File: config.mk
export PLATFORM = sky130hd
export DESIGN_NAME = jtag_fifo_engine
export DESIGN_NICKNAME = d
export VERILOG_FILES = /design/src/rtl/jfe_pkg.sv /design/src/rtl/jfe_decode.sv /design/src/rtl/jfe_shifter.sv /design/src/rtl/jfe_ctrl.sv /design/src/rtl/jtag_fifo_engine.sv
export SDC_FILE = /design/constraint.sdc
export NUM_CORES = 1
export LEC_CHECK = 0
export BUFFER_PORTS_ARGS = -buffer_cell sky130_fd_sc_hd__buf_4
export CAP_MARGIN = 20
export CELL_PAD_IN_SITES_DETAIL_PLACEMENT = 1
export CELL_PAD_IN_SITES_GLOBAL_PLACEMENT = 1
export CORE_UTILIZATION = 45
export CTS_CLUSTER_SIZE = 8
export DETAILED_ROUTE_END_ITERATION = 8
export GPL_TIMING_DRIVEN = 0
export PLACE_DENSITY_LB_ADDON = 0.1
export REMOVE_ABC_BUFFERS = 1
export SLEW_MARGIN = 20
export SYNTH_ARGS = -nofsm -noshare
export SYNTH_HDL_FRONTEND = slang
export SYNTH_SLANG_ARGS = --single-unit
File: constraint.sdc
create_clock -name clk -period 1.8 [get_ports clk]
set_input_delay 0.36 -clock clk [delete_from_list [all_inputs] [get_ports clk]]
set_output_delay 0.36 -clock clk [all_outputs]
set_load 0.03 [all_outputs]
File: src/rtl/jfe_pkg.sv
`timescale 1ns/1ps
package jfe_pkg;
  localparam int BYTE_W = 8;
  localparam int CNT_W  = 6;

  // command byte bit positions (decoded by the engine)
  localparam int B_TCK  = 0;
  localparam int B_TMS  = 1;
  localparam int B_NCE  = 2;
  localparam int B_NCS  = 3;
  localparam int B_TDI  = 4;
  localparam int B_OE   = 5;
  localparam int B_RD   = 6;
  localparam int B_MODE = 7;

  typedef struct packed {
    logic oe;
    logic tdi;
    logic ncs;
    logic nce;
    logic tms;
    logic tck;
  } pins_t;

  typedef enum logic [2:0] {
    ST_BOOT,
    ST_CMD,
    ST_BB_WB,
    ST_FETCH,
    ST_SHIFT,
    ST_SH_WB
  } eng_st_t;
endpackage

File: src/rtl/jfe_decode.sv
`timescale 1ns/1ps
module jfe_decode
  import jfe_pkg::*;
(
  input  logic [BYTE_W-1:0] cmd_i,
  output logic              is_hdr_o,
  output logic              want_rd_o,
  output logic [CNT_W-1:0]  count_o,
  output pins_t             pins_o
);
  always_comb begin
    is_hdr_o    = cmd_i[B_MODE];
    want_rd_o   = cmd_i[B_RD];
    count_o     = cmd_i[CNT_W-1:0];
    pins_o.tck  = cmd_i[B_TCK];
    pins_o.tms  = cmd_i[B_TMS];
    pins_o.nce  = cmd_i[B_NCE];
    pins_o.ncs  = cmd_i[B_NCS];
    pins_o.tdi  = cmd_i[B_TDI];
    pins_o.oe   = cmd_i[B_OE];
  end
endmodule

File: src/rtl/jfe_shifter.sv
`timescale 1ns/1ps
module jfe_shifter
  import jfe_pkg::*;
#(
  parameter int HALF = 16
) (
  input  logic              clk,
  input  logic              rst_n,
  input  logic              load_i,
  input  logic [BYTE_W-1:0] data_i,
  input  logic              tdo_i,
  output logic              busy_o,
  output logic              done_o,
  output logic              tck_o,
  output logic              tdi_o,
  output logic [BYTE_W-1:0] cap_o
);
  localparam int HC_W  = (HALF > 1) ? $clog2(HALF) : 1;
  localparam int BIT_W = $clog2(BYTE_W);
  localparam logic [HC_W-1:0]  HC_LAST  = HC_W'(HALF - 1);
  localparam logic [BIT_W-1:0] BIT_LAST = BIT_W'(BYTE_W - 1);

  logic              busy_q, busy_d;
  logic              hi_q, hi_d;
  logic [HC_W-1:0]   hc_q, hc_d;
  logic [BIT_W-1:0]  bit_q, bit_d;
  logic [BYTE_W-1:0] sr_q, sr_d;
  logic [BYTE_W-1:0] cap_q, cap_d;
  logic              tck_q, tck_d;
  logic              tdi_q, tdi_d;
  logic              done_q, done_d;

  always_comb begin
    busy_d = busy_q;
    hi_d   = hi_q;
    hc_d   = hc_q;
    bit_d  = bit_q;
    sr_d   = sr_q;
    cap_d  = cap_q;
    tck_d  = tck_q;
    tdi_d  = tdi_q;
    done_d = 1'b0;
    if (load_i) begin
      busy_d = 1'b1;
      hi_d   = 1'b0;
      hc_d   = '0;
      bit_d  = '0;
      sr_d   = data_i;
      tck_d  = 1'b0;
      tdi_d  = data_i[0];
    end else if (busy_q) begin
      if (hc_q == HC_LAST) begin
        hc_d = '0;
        if (!hi_q) begin
          // rising edge: sample target output
          tck_d = 1'b1;
          hi_d  = 1'b1;
          cap_d = {tdo_i, cap_q[BYTE_W-1:1]};
        end else begin
          // falling edge: present next data bit
          tck_d = 1'b0;
          hi_d  = 1'b0;
          if (bit_q == BIT_LAST) begin
            busy_d = 1'b0;
            done_d = 1'b1;
          end else begin
            bit_d = bit_q + BIT_W'(1);
            sr_d  = sr_q >> 1;
            tdi_d = sr_q[1];
          end
        end
      end else begin
        hc_d = hc_q + HC_W'(1);
      end
    end
  end

  always_ff @(posedge clk or negedge rst_n) begin
    if (!rst_n) begin
      busy_q <= 1'b0;
      hi_q   <= 1'b0;
      hc_q   <= '0;
      bit_q  <= '0;
      sr_q   <= '0;
      cap_q  <= '0;
      tck_q  <= 1'b0;
      tdi_q  <= 1'b0;
      done_q <= 1'b0;
    end else begin
      busy_q <= busy_d;
      hi_q   <= hi_d;
      hc_q   <= hc_d;
      bit_q  <= bit_d;
      sr_q   <= sr_d;
      cap_q  <= cap_d;
      tck_q  <= tck_d;
      tdi_q  <= tdi_d;
      done_q <= done_d;
    end
  end

  assign busy_o = busy_q;
  assign done_o = done_q;
  assign tck_o  = tck_q;
  assign tdi_o  = tdi_q;
  assign cap_o  = cap_q;
endmodule

File: src/rtl/jfe_ctrl.sv
`timescale 1ns/1ps
module jfe_ctrl
  import jfe_pkg::*;
(
  input  logic              clk,
  input  logic              rst_n,
  input  logic              rx_empty_i,
  input  logic [BYTE_W-1:0] rdata_i,
  input  logic              tx_full_i,
  input  logic              tdo_i,
  input  logic              sh_done_i,
  input  logic [BYTE_W-1:0] sh_cap_i,
  output logic              rd_o,
  output logic              wr_o,
  output logic [BYTE_W-1:0] wdata_o,
  output logic              sh_load_o,
  output pins_t             pins_o,
  output logic              use_sh_o,
  output logic              in_cmd_o
);
  eng_st_t           st_q, st_d;
  logic [CNT_W-1:0]  cnt_q, cnt_d;
  logic              rdf_q, rdf_d;
  logic [BYTE_W-1:0] wb_q, wb_d;
  pins_t             pins_q, pins_d;
  logic              use_sh_q, use_sh_d;

  logic              dec_hdr;
  logic              dec_rd;
  logic [CNT_W-1:0]  dec_cnt;
  pins_t             dec_pins;
  logic              cnt_last;

  jfe_decode u_dec (
    .cmd_i     (rdata_i),
    .is_hdr_o  (dec_hdr),
    .want_rd_o (dec_rd),
    .count_o   (dec_cnt),
    .pins_o    (dec_pins)
  );

  always_comb begin
    in_cmd_o  = (st_q == ST_CMD);
    rd_o      = ((st_q == ST_CMD) || (st_q == ST_FETCH)) && !rx_empty_i;
    wr_o      = ((st_q == ST_BB_WB) || (st_q == ST_SH_WB)) && !tx_full_i;
    sh_load_o = (st_q == ST_FETCH) && !rx_empty_i;
    cnt_last  = (cnt_q == CNT_W'(1));
  end

  always_comb begin
    st_d     = st_q;
    cnt_d    = cnt_q;
    rdf_d    = rdf_q;
    wb_d     = wb_q;
    pins_d   = pins_q;
    use_sh_d = use_sh_q;
    unique case (st_q)
      ST_BOOT: st_d = ST_CMD;
      ST_CMD: begin
        if (rd_o) begin
          if (dec_hdr) begin
            cnt_d = dec_cnt;
            rdf_d = dec_rd;
            if (dec_cnt != '0) st_d = ST_FETCH;
          end else begin
            pins_d   = dec_pins;
            use_sh_d = 1'b0;
            if (dec_rd) begin
              wb_d = {{(BYTE_W-1){1'b0}}, tdo_i};
              st_d = ST_BB_WB;
            end
          end
        end
      end
      ST_BB_WB: begin
        if (wr_o) st_d = ST_CMD;
      end
      ST_FETCH: begin
        if (rd_o) begin
          use_sh_d = 1'b1;
          st_d     = ST_SHIFT;
        end
      end
      ST_SHIFT: begin
        if (sh_done_i) begin
          if (rdf_q) begin
            wb_d = sh_cap_i;
            st_d = ST_SH_WB;
          end else begin
            cnt_d = cnt_q - CNT_W'(1);
            st_d  = cnt_last ? ST_CMD : ST_FETCH;
          end
        end
      end
      ST_SH_WB: begin
        if (wr_o) begin
          cnt_d = cnt_q - CNT_W'(1);
          st_d  = cnt_last ? ST_CMD : ST_FETCH;
        end
      end
      default: st_d = ST_BOOT;
    endcase
  end

  always_ff @(posedge clk or negedge rst_n) begin
    if (!rst_n) begin
      st_q     <= ST_BOOT;
      cnt_q    <= '0;
      rdf_q    <= 1'b0;
      wb_q     <= '0;
      pins_q   <= '0;
      use_sh_q <= 1'b0;
    end else begin
      st_q     <= st_d;
      cnt_q    <= cnt_d;
      rdf_q    <= rdf_d;
      wb_q     <= wb_d;
      pins_q   <= pins_d;
      use_sh_q <= use_sh_d;
    end
  end

  assign wdata_o  = wb_q;
  assign pins_o   = pins_q;
  assign use_sh_o = use_sh_q;
endmodule

File: src/rtl/jtag_fifo_engine.sv
`timescale 1ns/1ps
module jtag_fifo_engine
  import jfe_pkg::*;
#(
  parameter int CLK_HZ      = 200_000_000,
  parameter int TCK_HZ      = 6_000_000,
  parameter int SYNC_STAGES = 2
) (
  input  logic              clk,
  input  logic              rst_n,
  input  logic              fifo_rx_empty,
  input  logic [BYTE_W-1:0] fifo_rdata,
  output logic              fifo_rd,
  input  logic              fifo_tx_full,
  output logic [BYTE_W-1:0] fifo_wdata,
  output logic              fifo_wr,
  output logic              jtag_tck,
  output logic              jtag_tms,
  output logic              jtag_tdi,
  output logic              jtag_nce,
  output logic              jtag_ncs,
  input  logic              jtag_tdo,
  output logic              jtag_oe,
  output logic              led
);
  localparam int HALF_RAW = CLK_HZ / (2 * TCK_HZ);
  localparam int HALF     = (HALF_RAW < 1) ? 1 : HALF_RAW;

  // reset: asserted asynchronously, released through a synchroniser
  logic [SYNC_STAGES-1:0] rs_q;
  logic                   rst_core_n;

  generate
    if (SYNC_STAGES == 1) begin : g_rs1
      always_ff @(posedge clk or negedge rst_n) begin
        if (!rst_n) rs_q <= '0;
        else        rs_q <= 1'b1;
      end
    end else begin : g_rsn
      always_ff @(posedge clk or negedge rst_n) begin
        if (!rst_n) rs_q <= '0;
        else        rs_q <= {rs_q[SYNC_STAGES-2:0], 1'b1};
      end
    end
  endgenerate

  assign rst_core_n = rs_q[SYNC_STAGES-1];

  logic              sh_load;
  logic              sh_busy;
  logic              sh_done;
  logic              sh_tck;
  logic              sh_tdi;
  logic [BYTE_W-1:0] sh_cap;
  pins_t             bb_pins;
  logic              use_sh;
  logic              in_cmd;

  jfe_ctrl u_ctrl (
    .clk        (clk),
    .rst_n      (rst_core_n),
    .rx_empty_i (fifo_rx_empty),
    .rdata_i    (fifo_rdata),
    .tx_full_i  (fifo_tx_full),
    .tdo_i      (jtag_tdo),
    .sh_done_i  (sh_done),
    .sh_cap_i   (sh_cap),
    .rd_o       (fifo_rd),
    .wr_o       (fifo_wr),
    .wdata_o    (fifo_wdata),
    .sh_load_o  (sh_load),
    .pins_o     (bb_pins),
    .use_sh_o   (use_sh),
    .in_cmd_o   (in_cmd)
  );

  jfe_shifter #(.HALF(HALF)) u_shift (
    .clk    (clk),
    .rst_n  (rst_core_n),
    .load_i (sh_load),
    .data_i (fifo_rdata),
    .tdo_i  (jtag_tdo),
    .busy_o (sh_busy),
    .done_o (sh_done),
    .tck_o  (sh_tck),
    .tdi_o  (sh_tdi),
    .cap_o  (sh_cap)
  );

  always_comb begin
    jtag_tck = use_sh ? sh_tck : bb_pins.tck;
    jtag_tdi = use_sh ? sh_tdi : bb_pins.tdi;
    jtag_tms = bb_pins.tms;
    jtag_nce = bb_pins.nce;
    jtag_ncs = bb_pins.ncs;
    jtag_oe  = bb_pins.oe;
    led      = bb_pins.oe;
  end
endmodule

==> parameters.txt, run 1 <==
Parameter                              Value

Die
  Initial Utilization    between 40% and 50%
  Total I/O pin count    30
  Floorplan core area    5510 um^2
  Area of the die    6050 um^2
  X dimension of the die    slightly below 80 um
  Row Count    27
  Vertical extent of the die    a little under 80 um

Timing
  Worst clock skew on the final layout    0.00633 ns
  Final setup margin    0.0840 ns
  Period utilization    95.3%
  Transition at the pin with the smallest max-transition slack    roughly 0.67 ns
  Relative slew margins    55.4%
  WHS    0.285 ns
  Summed negative setup slack over all endpoints    0 ns
  Final setup violation count    0
  RSZ-0062 raised after global routing    true
  Number of failing hold endpoints at the final stage    0
  Time the worst path needs with I/O delays and setup    1.72 ns
  Final Slew Violations    0
  Top achievable clock speed    583 MHz

Setup path
  Worst r2r dst    u_ctrl.cnt_q[0]
  Bufs and invs on worst path    1
  Number of cells on the critical path    5
  Startpoint kind of the worst setup timing path    register
  Gate family responsible for the most delay along the worst path    simple AND/OR/NAND/NOR gates
  Capturing element type of the critical path    register
  Cell with the largest stage delay on the worst path    dfrtp_2
  Worst-path fanout max    8
  Required time at the endpoint of the critical path    2.00 ns
  End point of the critical path    u_ctrl.cnt_q[0]
  R2R Setup Slk    0.08 ns
  Maximum cell stage delay along the critical path    0.50 ns
  Logic depth of the worst register-to-register path    5
  Launching element of the worst setup path    u_ctrl.st_q[1]
  Cell-by-cell trace of the critical path    buf_4, nor3b_4, nand3_4, and2_1, a211o_1
  Critical setup path kind    register to register
  Worst Path Arrival    1.92 ns
  Reg2reg start    u_ctrl.st_q[1]

Route
  Detailed-route DRC error count    0
  Number of vias per cell    5.37
  WL/cell    about 16 um
  Total length of routed wires    5710 um
  Count of TritonRoute iterations in the first routing pass    4
  Drt first-iter violations    95
  Total via count after detailed routing    1922
  Remaining antenna violation count after routing    0

CTS
  H-tree levels    2
  Worst-case clock buffer depth    2
  Clock root buffer    clkbuf_8
  Clock insertion delay at the later pin of the skew report    0.30 ns
  Clk sink count    53
  Number of buffers added by the clock tree synthesis step    5
  Clock-pin transition on the worst setup and hold timing paths    around 0.10 ns
  CTS tree    built

Power
  Relative contribution of the clock network to total power    between 15 and 20%
  Switching portion of total power    37.3%
  Sw power    1.73 mW
  Sequential fraction of design power    42.9%
  Cell Pwr Density    around 1500 nW/um^2
  Int Power    2.90 mW
  Relative contribution of combinational cells to total power    38.8%
  Leakage Power    ~1.4 nW
  Post-route total power    roughly 4.6 mW
  Worst ir drop on vdd    0.000731 V

Global route
  Grt total ovfl    0
  Vias in the first global route    1919
  Total routing resource utilization after global routing    20.6%
  Met3 routing resource usage after global routing    3.65%
  Busiest metal layer after global routing    met2
  Global Route met2 Usage    a little under a third
  Pin count of the biggest net entering global routing    52
  Wire length of the first global-routing pass    between 9000 and 10000 um
  Met1 Usage GRT    30.2%
  Initial antenna violation count    0

Synthesis
  Arithmetic-cell share of the synthesized area counting full adders, half adders and majority gates    2.42%
  Cell types occupying the most area after synthesis    dfrtp_1 51%, mux2_2 7.4%, nand2_1 4.8%, mux2i_1 4.3%, o21ai_0 3.7%
  Share of the yosys chip area belonging to registers    51.3%
  Post-Synth XOR/XNOR Area    1.02%
  Library cell occupying the most area in the post-synthesis netlist    dfrtp_1
  Count of state elements after synthesis    53
  Fraction of the mapped netlist area in simple logic gates    between 15 and 20%
  Post-synthesis mux area share    11.7%
  Post-synthesis instance total    247
  Post-synthesis compound-gate area fraction    12.4%
  Mapped Area    2590 um^2
  Combinational family with the most area after synthesis    simple AND/OR/NAND/NOR gates
  Number of unique standard cell types used by synthesis    45
  Synthesized area divided by synthesized cell count    10.5 um^2
  Post-synth EDFFs    0
  Warning count from the yosys run    0
  Fraction of registers with async set or reset after synthesis    100%
  Area share of the largest cell type after synthesis    51.3%
  Most instantiated flip-flop cell in the synthesis netlist    dfrtp_1

Cells and area
  Antenna diodes    0
  Area added between synthesis and finish    22.5%
  Fillcell total    598
  Area of the multi-input gates    ~1300 um^2
  Post-layout net count    about 300
  Core utilization of the finished layout    57.5%
  Area of all placed cells without fillers    3170 um^2
  Post-layout instance count excluding filler cells    approximately 360
  Share of post-route cells with drive strength above 1    30.4%
  Area taken by flip-flops and latches    1330 um^2

Placement
  Placed cell count    336
  GP Congestion    0.762
  Cell area after placement    roughly 2800 um^2
  Input/output buffers    29
  Final HPWL from detailed placement    about 3700 um
  Placement Setup Slack    -0.570 ns

Status
  Run status    finished clean

Hold path
  Hold WC Path Type    primary input to register

Job
  Max capacitance violation total    0
==> area by class of cell <==
type	instances	area share, %
well taps	72	2.84
multi-input cells	176	39.8
clock buffers	7	2.73
flip-flops and latches	53	42.1
inverters	6	0.711
repair buffers	43	10.9
clock inverters	1	0.948
==> logic make-up after synthesis <==
group	count (synthesis)
simple gates	88
flops	53
compound gates	51
mux	28
buf+inv	18
fa+ha+maj	5
xor+xnor	3
other cells	1
==> timing repair <==
action,in CTS,in global routing
gates resized for setup,14,5
endpoints found under the setup margin,48,26
pin swaps,2,1
hold endpoints to repair,2,0
hold buffers,1,0
setup buffers,7,6
==> worst register-to-register path, stage by stage, from the launching register on <==
cell and delay (ns):
dfrtp_2 0.50, buf_4 0.17, nor3b_4 0.26, nand3_4 0.15
and2_1 0.23, a211o_1 0.29
==> synthesized netlist by cell type (all sizes together) (2+ instances only) <==
cell type and n:
a21oi 13, a31o 3, and2 3, buf 12
dfrtp 53, ha 5, inv 6, mux2 17
mux2i 11, nand2 33, nand3 5, nand4 2
nor2 24, nor2b 5, nor3 3, nor3b 8
o21ai 22, o22a 2, o2bb2a 2, xor2 2
==> power groups by stage <==
stage               Clock [mW]  Sequential [mW]  Combinational, mW
global route             0.909             2.05               1.99
floorplan                    0             2.03              0.993
global placement             0             1.98               1.50
detailed placement           0             2.00               1.54
finish                   0.849             1.98               1.79
CTS                      0.875             1.98               1.68
==> sequential cells by signal (all words and copies together), names as in the netlist <==
signal and flops:
u_ctrl.cnt_q 6, u_shift.bit_q 3, u_shift.done_o 1, rs_q 2, u_shift.sr_q 8, u_ctrl.rdf_q 1, u_ctrl.use_sh_o 1, u_shift.hc_q 4
u_shift.hi_q 1, u_ctrl.pins_o 6, u_ctrl.wdata_o 8, u_ctrl.st_q 3, u_shift.busy_o 1, u_shift.cap_o 8
==> routing by layer <==
| metal | share of wire [%] | vias to the layer above |
|---|---|---|
| met5 | 0 | - |
| met4 | 1.1 | 0 |
| met3 | 2.4 | 5 |
| met2 | 47 | 23 |
| met1 | 49 | 955 |
| li1 | - | 939 |
==> layout by cell type (no fill, tap or decap), types with 2 or more instances in the layout <==
master,count
o21ai_1,2
nor2_1,24
nand3_1,4
buf_4,38
a31o_2,3
nor3b_2,2
xor2_1,2
nor3b_4,2
nor2b_1,3
mux2_2,17
nor3_1,2
mux2i_1,11
nor3b_1,4
o21ai_0,19
o2bb2a_1,2
inv_1,6
and2_1,2
a21oi_1,13
dfrtp_2,3
o22a_1,2
nor2b_4,2
buf_12,2
clkbuf_8,6
nand2_1,33
dfrtp_1,49
ha_1,4
==> worst min path at each step <==
stage,start,end,slack [ns],cells past startpoint
CTS,fifo_rdata[3],u_shift.sr_q[3],0.28,3
global placement,rst_n,rs_q[1],0.14,1
global route,jtag_tdo,u_shift.cap_o[7],0.29,2
detailed placement,rst_n,rs_q[0],0.14,1
floorplan,rst_n,rs_q[0],0.06,0
finish,fifo_rdata[3],u_shift.sr_q[3],0.28,3
Power figures use the tool's default switching activity.
==> inputs of run 2 (changes only) <==
- CORE_UTILIZATION: 45 -> 46
- SYNTH_HIERARCHICAL: not set -> 1
==> run 2 against run 1 <==
The run now ends with setup timing left; maximum frequency down 5.0%; via count is 9.0% higher; utilization shrank 2.0 points; hold slack better by 0.0078 ns; largest cell class is now multi-input combinational cells; highest routed layer unchanged.
==> parameters.txt, run 2 <==
Parameter                              Value

Placement
  Placement Setup Slack    -1.04 ns
  Final HPWL from detailed placement    ~4200 um
  GP Congestion    between 0.8 and 0.9
  Input/output buffers    29

Die
  Row Count    28
  Area of the die    6440 um^2
  Vertical extent of the die    roughly 80 um
  Initial Utilization    ~48%
  Floorplan core area    5920 um^2
  Total I/O pin count    30
  X dimension of the die    80.3 um

Setup path
  Startpoint kind of the worst setup timing path    register
  Capturing element type of the critical path    register
  Required time at the endpoint of the critical path    around 2.0 ns
  Worst Path Arrival    2.01 ns
  Worst-path fanout max    17
  Critical setup path kind    register to register

Power
  Worst ir drop on vdd    0.000748 V
  Leakage Power    1.46 nW
  Cell Pwr Density    1490 nW/um^2

Timing
  Period utilization    100%
  Time the worst path needs with I/O delays and setup    1.81 ns
  Final Slew Violations    0
  Summed negative setup slack over all endpoints    -0.00666 ns
  Final setup violation count    1
  Worst clock skew on the final layout    between 0.009 and 0.01 ns
  RSZ-0062 raised after global routing    true
  Final setup margin    -0.00666 ns
  Relative slew margins    55.1%
  Top achievable clock speed    554 MHz
  Transition at the pin with the smallest max-transition slack    0.673 ns
  Number of failing hold endpoints at the final stage    0

Synthesis
  Post-synthesis compound-gate area fraction    roughly 17%
  Most numerous cell in the Yosys netlist    dfrtp_1
  Number of unique standard cell types used by synthesis    52
  Post-synth EDFFs    0
  Count of state elements after synthesis    53
  Library cell occupying the most area in the post-synthesis netlist    dfrtp_1
  Warning count from the yosys run    6
  Post-synthesis mux area share    9.55%
  Combinational family with the most area after synthesis    compound AO/OA/AOI/OAI gates
  Share of the yosys chip area belonging to registers    47.1%
  Post-Synth XOR/XNOR Area    less than 1%
  Leading cell types by count after synthesis    53 x dfrtp_1, 22 x o21ai_0, 17 x buf_4, 16 x nor2_1, 14 x a21oi_1
  Post-synthesis instance total    264
  Synthesized area divided by synthesized cell count    10.7 um^2
  Most instantiated flip-flop cell in the synthesis netlist    dfrtp_1
  Arithmetic-cell share of the synthesized area counting full adders, half adders and majority gates    2.22%
  Mapped Area    ~2800 um^2
  Cell types occupying the most area after synthesis    dfrtp_1 47%, mux2_4 4.8%, buf_4 4.5%, mux2_2 4.4%, o21ai_0 3.9%
  Area share of the largest cell type after synthesis    47.1%
  Fraction of the mapped netlist area in simple logic gates    14.9%
  Fraction of registers with async set or reset after synthesis    100%

Global route
  Total routing resource utilization after global routing    roughly 23%
  Vias in the first global route    between 2k and 2.5k
  Wire length of the first global-routing pass    11100 um
  Grt total ovfl    0
  Pin count of the biggest net entering global routing    52
  Initial antenna violation count    0

Status
  Run status    complete, but fails checks
  Violated checks    setup timing

CTS
  Worst-case clock buffer depth    2
  Clock-pin transition on the worst setup and hold timing paths    0.09 ns
  Clock insertion delay at the later pin of the skew report    0.31 ns
  Number of buffers added by the clock tree synthesis step    5
  CTS tree    built
  Clk sink count    53
  H-tree levels    2
  Clock root buffer    clkbuf_8

Route
  Drt first-iter violations    between 100 and 150
  Remaining antenna violation count after routing    0
  Count of TritonRoute iterations in the first routing pass    4
  WL/cell    approximately 19 um
  Total via count after detailed routing    2095
  Number of vias per cell    5.74
  Detailed-route DRC error count    0
  Total length of routed wires    6760 um

Cells and area
  Area added between synthesis and finish    16.8%
  Antenna diodes    0
  Core utilization of the finished layout    around 56%
  Fillcell total    631
  Commonest cells after routing, fill and taps aside    49 x dfrtp_1, 41 x buf_4, 21 x o21ai_0
  Most frequent standard cell in the layout excluding fill and tap cells    dfrtp_1
  Area of the multi-input gates    1350 um^2
  Area taken by flip-flops and latches    1330 um^2
  Post-layout net count    between 300 and 400
  Share of post-route cells with drive strength above 1    between 30% and 40%

Hold path
  Hold WC Path Type    primary input to register

Job
  Max capacitance violation total    0
run 2: changes by cell type in the layout (fill, tap and decap cells not counted), sizes merged, moves of 3 or more:
cell	change
nand2	-21
mux2i	-10
a2bb2oi	+8
nor2	-8
a22o	+7
nor3b	-6
a31oi	+5
buf	+5
nor3	+4
mux2	+3
nor4	+3
or2	+3
run 2: where the power goes:
part | leakage [nW] | total, mW | switching (mW) | internal (mW)
clock network | 0.0456 | 0.686 | 0.407 | 0.278
registers | 0.656 | 1.96 | 0.394 | 1.56
logic | 0.758 | 2.27 | 1.19 | 1.08
total | 1.46 | 4.91 | 1.99 | 2.92
run 2: cell type report:
cell class                      instances  area share [%]
Inverter                                9            1.25
Sequential cell                        53            40.5
Tap cell                               75            2.85
Clock buffer                            6            2.21
Multi-Input combinational cell        173            41.0
Clock inverter                          2           0.418
Timing Repair Buffer                   47            11.7
run 2: what timing repair did:
action,4_1_cts,5_1_grt
setup buffers,12,5
endpoints found under the setup margin,50,24
hold buffers,1,0
gates resized for setup,19,10
gates cloned,0,0
endpoints found under the hold margin,2,0
pin swaps,5,2
run 2: metal layers:
layer	wire length [um]	global-route usage (%)	vias up	part of all wire, %
met5	0	0	-	0
met4	141	7.86	0	2.1
met3	296	4.09	12	4.4
met2	3160	36.3	50	47
met1	3160	32.0	1048	47
li1	-	-	985	-
run 2: cell families (layout without fill, tap and decap cells):
| group | after synthesis | count (layout) |
|---|---|---|
| AOI/OAI and AO/OA | 72 | 72 |
| adders and majority gates | 5 | 5 |
| DFF | 53 | 53 |
| xor gates and xnor gates | 3 | 3 |
| buffers and inverters | 38 | 64 |
| muxes | 21 | 21 |
| and+or+nand+nor | 71 | 71 |
| other | 1 | 1 |
run 2: stage by stage:
| step | hold WS [ns] | instance area (um^2) | power (mW) | instances |
|---|---|---|---|---|
| 2_1_floorplan | 0.0644 | 2630 | 3.21 | 235 |
| 3_3_place_gp | 0.143 | 2940 | 3.75 | 339 |
| 3_5_place_dp | 0.144 | 2940 | 3.81 | 339 |
| 4_1_cts | 0.277 | 3210 | 4.79 | 360 |
| 5_1_grt | 0.277 | 3290 | 5.24 | 365 |
| 6_report | 0.292 | 3290 | 4.91 | 365 |
run 2: critical path, cell delays in order, from the launching register on:
cell and delay, ns:
dfrtp_2 0.46, buf_8 0.17, nor2b_4 0.15, a211o_4 0.35, o21bai_4 0.24, mux2_4 0.32
run 2: path summary, 6_finish.rpt:
| kind | cells after the start | end | startpoint | slack, ns |
|---|---|---|---|---|
| worst max-delay path | 5 | u_ctrl/wdata_o[0] | u_ctrl/st_q[0] | -0.007 |
| worst min-delay path | 2 | u_shift/cap_o[7] | jtag_tdo | 0.29 |
| worst max register to register | 5 | u_ctrl/wdata_o[0] | u_ctrl/st_q[0] | -0.007 |
| worst min register to register | 0 | u_shift/hc_q[1] | rs_q[1] | 0.37 |
| max in group asynchronous | 0 | u_ctrl/st_q[0] | rs_q[1] | 0.94 |
| min in group asynchronous | 2 | rs_q[1] | rst_n | 0.35 |
==> inputs of run 3 (changes only) <==
- clock period: 1.8 -> 1.9 ns (I/O delays scaled with it)
==> run 3 against run 2 <==
The run now ends clean; clock-buffer cell count unchanged; die area unchanged; via count decreased by 0.95%; final cell count decreased by 2.2%; non-clock buffer count decreased by 8; maximum frequency decreased by 1.9%; first-iteration DRC count increased by 6.2%; combinational power decreased by 16%; global-route usage decreased by 0.95 points; register-to-register slack improved by 0.06 ns; critical path type unchanged.
==> parameters.txt, run 3 (synthesized netlist as in run 2, its figures left out) <==
Parameter                              Value

Setup path
  Critical setup path kind    register to register
  Reg2reg start    u_ctrl/st_q[0]
  End point of the critical path    u_ctrl/wdata_o[0]
  Capturing element type of the critical path    register
  Cell with the largest stage delay on the worst path    dfrtp_2
  Worst Path Arrival    2.04 ns
  Worst-path fanout max    17
  R2R Setup Slk    0.06 ns
  Worst r2r dst    u_ctrl/wdata_o[0]
  Required time at the endpoint of the critical path    2.10 ns
  Maximum cell stage delay along the critical path    0.43 ns
  Logic depth of the worst register-to-register path    5
  Startpoint kind of the worst setup timing path    register
  Launching element of the worst setup path    u_ctrl/st_q[0]
  Cell-by-cell trace of the critical path    buf_4, nor2b_4, a211o_4, o21bai_4, mux2_4

Job
  Max capacitance violation total    0

Timing
  Transition at the pin with the smallest max-transition slack    0.671 ns
  Time the worst path needs with I/O delays and setup    1.84 ns
  Final Slew Violations    0
  RSZ-0062 raised after global routing    false
  Number of failing hold endpoints at the final stage    0
  Top achievable clock speed    roughly 540 MHz
  Final setup violation count    0
  Period utilization    approximately 97%
  Worst clock skew on the final layout    0.00741 ns
  Summed negative setup slack over all endpoints    0 ns
  Relative slew margins    55.2%

Cells and area
  Area of all placed cells without fillers    3150 um^2
  Antenna diodes    0
  Post-layout net count    299
  Area added between synthesis and finish    11.9%
  Post-layout instance count excluding filler cells    357
  Commonest cells after routing, fill and taps aside    49 x dfrtp_1, 38 x buf_4, 22 x o21ai_0
  Most frequent standard cell in the layout excluding fill and tap cells    dfrtp_1
  Share of post-route cells with drive strength above 1    31.2%

Global route
  Met1 Usage GRT    roughly 31%
  Wire length of the first global-routing pass    about 11000 um
  Pin count of the biggest net entering global routing    52
  Busiest metal layer after global routing    met2
  Vias in the first global route    2047
  Global Route met2 Usage    33.6%
  Met3 routing resource usage after global routing    approximately 4.2%
  Grt total ovfl    0
  Total routing resource utilization after global routing    between 20% and 30%
  Initial antenna violation count    0

CTS
  CTS tree    built
  Clock-pin transition on the worst setup and hold timing paths    0.09 ns
  Clock root buffer    clkbuf_8
  Number of buffers added by the clock tree synthesis step    5
  Worst-case clock buffer depth    2
  Clock insertion delay at the later pin of the skew report    between 0.3 and 0.4 ns
  Clk sink count    53
  H-tree levels    2

Die
  Total I/O pin count    30
  Row Count    28
  Area of the die    between 6000 and 7000 um^2
  X dimension of the die    80.3 um
  Vertical extent of the die    ~80 um
  Floorplan core area    5920 um^2
  Initial Utilization    47.6%

Route
  Detailed-route DRC error count    0
  Total via count after detailed routing    2075
  Total length of routed wires    around 6500 um
  Count of TritonRoute iterations in the first routing pass    4
  Number of vias per cell    between 5 and 6
  Remaining antenna violation count after routing    0
  WL/cell    approximately 18 um
  Drt first-iter violations    155

Placement
  GP Congestion    between 0.8 and 0.9
  Cell area after placement    2940 um^2
  Final HPWL from detailed placement    4220 um
  Input/output buffers    29
  Placed cell count    339

Hold path
  Hold WC Path Type    primary input to register

Power
  Leakage Power    1.40 nW
  Cell Pwr Density    1390 nW/um^2
  Worst ir drop on vdd    around 0.00065 V

Status
  Run status    finished clean
run 3: area by class of cell:
class	instances	area [um^2]
clock buffers	6	72.6
clock inverters	2	13.8
fillers	648	2770
inverters	9	41.3
multi-input cells	173	1300
flip-flops and latches	53	1330
well taps	75	93.8
repair buffers	39	295
run 3: timing repair:
action,CTS,global route
hold buffers,1,0
pin swaps,1,1
endpoints found under the hold margin,2,0
setup endpoints to repair,39,16
resized for setup,10,4
buffers inserted,6,3
run 3: where the power goes:
part           total [mW]  leakage, nW  switching [mW]  internal, mW
clock               0.650       0.0456           0.386         0.264
combinational        1.90        0.695            1.06         0.839
sequential           1.83        0.656           0.355          1.48
run 3: critical path: cells and delay by family (launching register included):
| family | cells | cell delay (ns) |
|---|---|---|
| buffers and inverters | 1 | 0.20 |
| and+or+nand+nor | 1 | 0.16 |
| AOI/OAI and AO/OA | 2 | 0.63 |
| muxes | 1 | 0.32 |
| DFF | 1 | 0.43 |
run 3: worst min path at each step:
stage / slack [ns] / endpoint / depth (start not counted) / startpoint
finish: 0.31 / u_shift/cap_o[7] / 2 / jtag_tdo
global route: 0.30 / u_shift/cap_o[7] / 2 / jtag_tdo
CTS: 0.30 / u_shift/cap_o[7] / 2 / jtag_tdo
detailed placement: 0.16 / rs_q[0] / 1 / rst_n
global placement: 0.16 / rs_q[0] / 1 / rst_n
floorplan: 0.08 / rs_q[0] / 0 / rst_n
run 3: per-layer routing:
metal  wire [um]  vias up
li1            -      971
met1        3160     1034
met2        2920       56
met3         270       14
met4         159        0
met5           0        -
run 3: metrics by stage:
stage	power [mW]	hold WS (ns)	utilization (%)	worst slack (ns)
after floorplan	3.04	0.0844	-	-0.737
after global placement	3.55	0.163	49.6	-0.931
after detailed placement	3.61	0.164	49.7	-0.941
after CTS	4.38	0.297	52.7	0.00218
after global routing	4.68	0.297	53.2	0.00718
final	4.38	0.310	53.2	0.0579
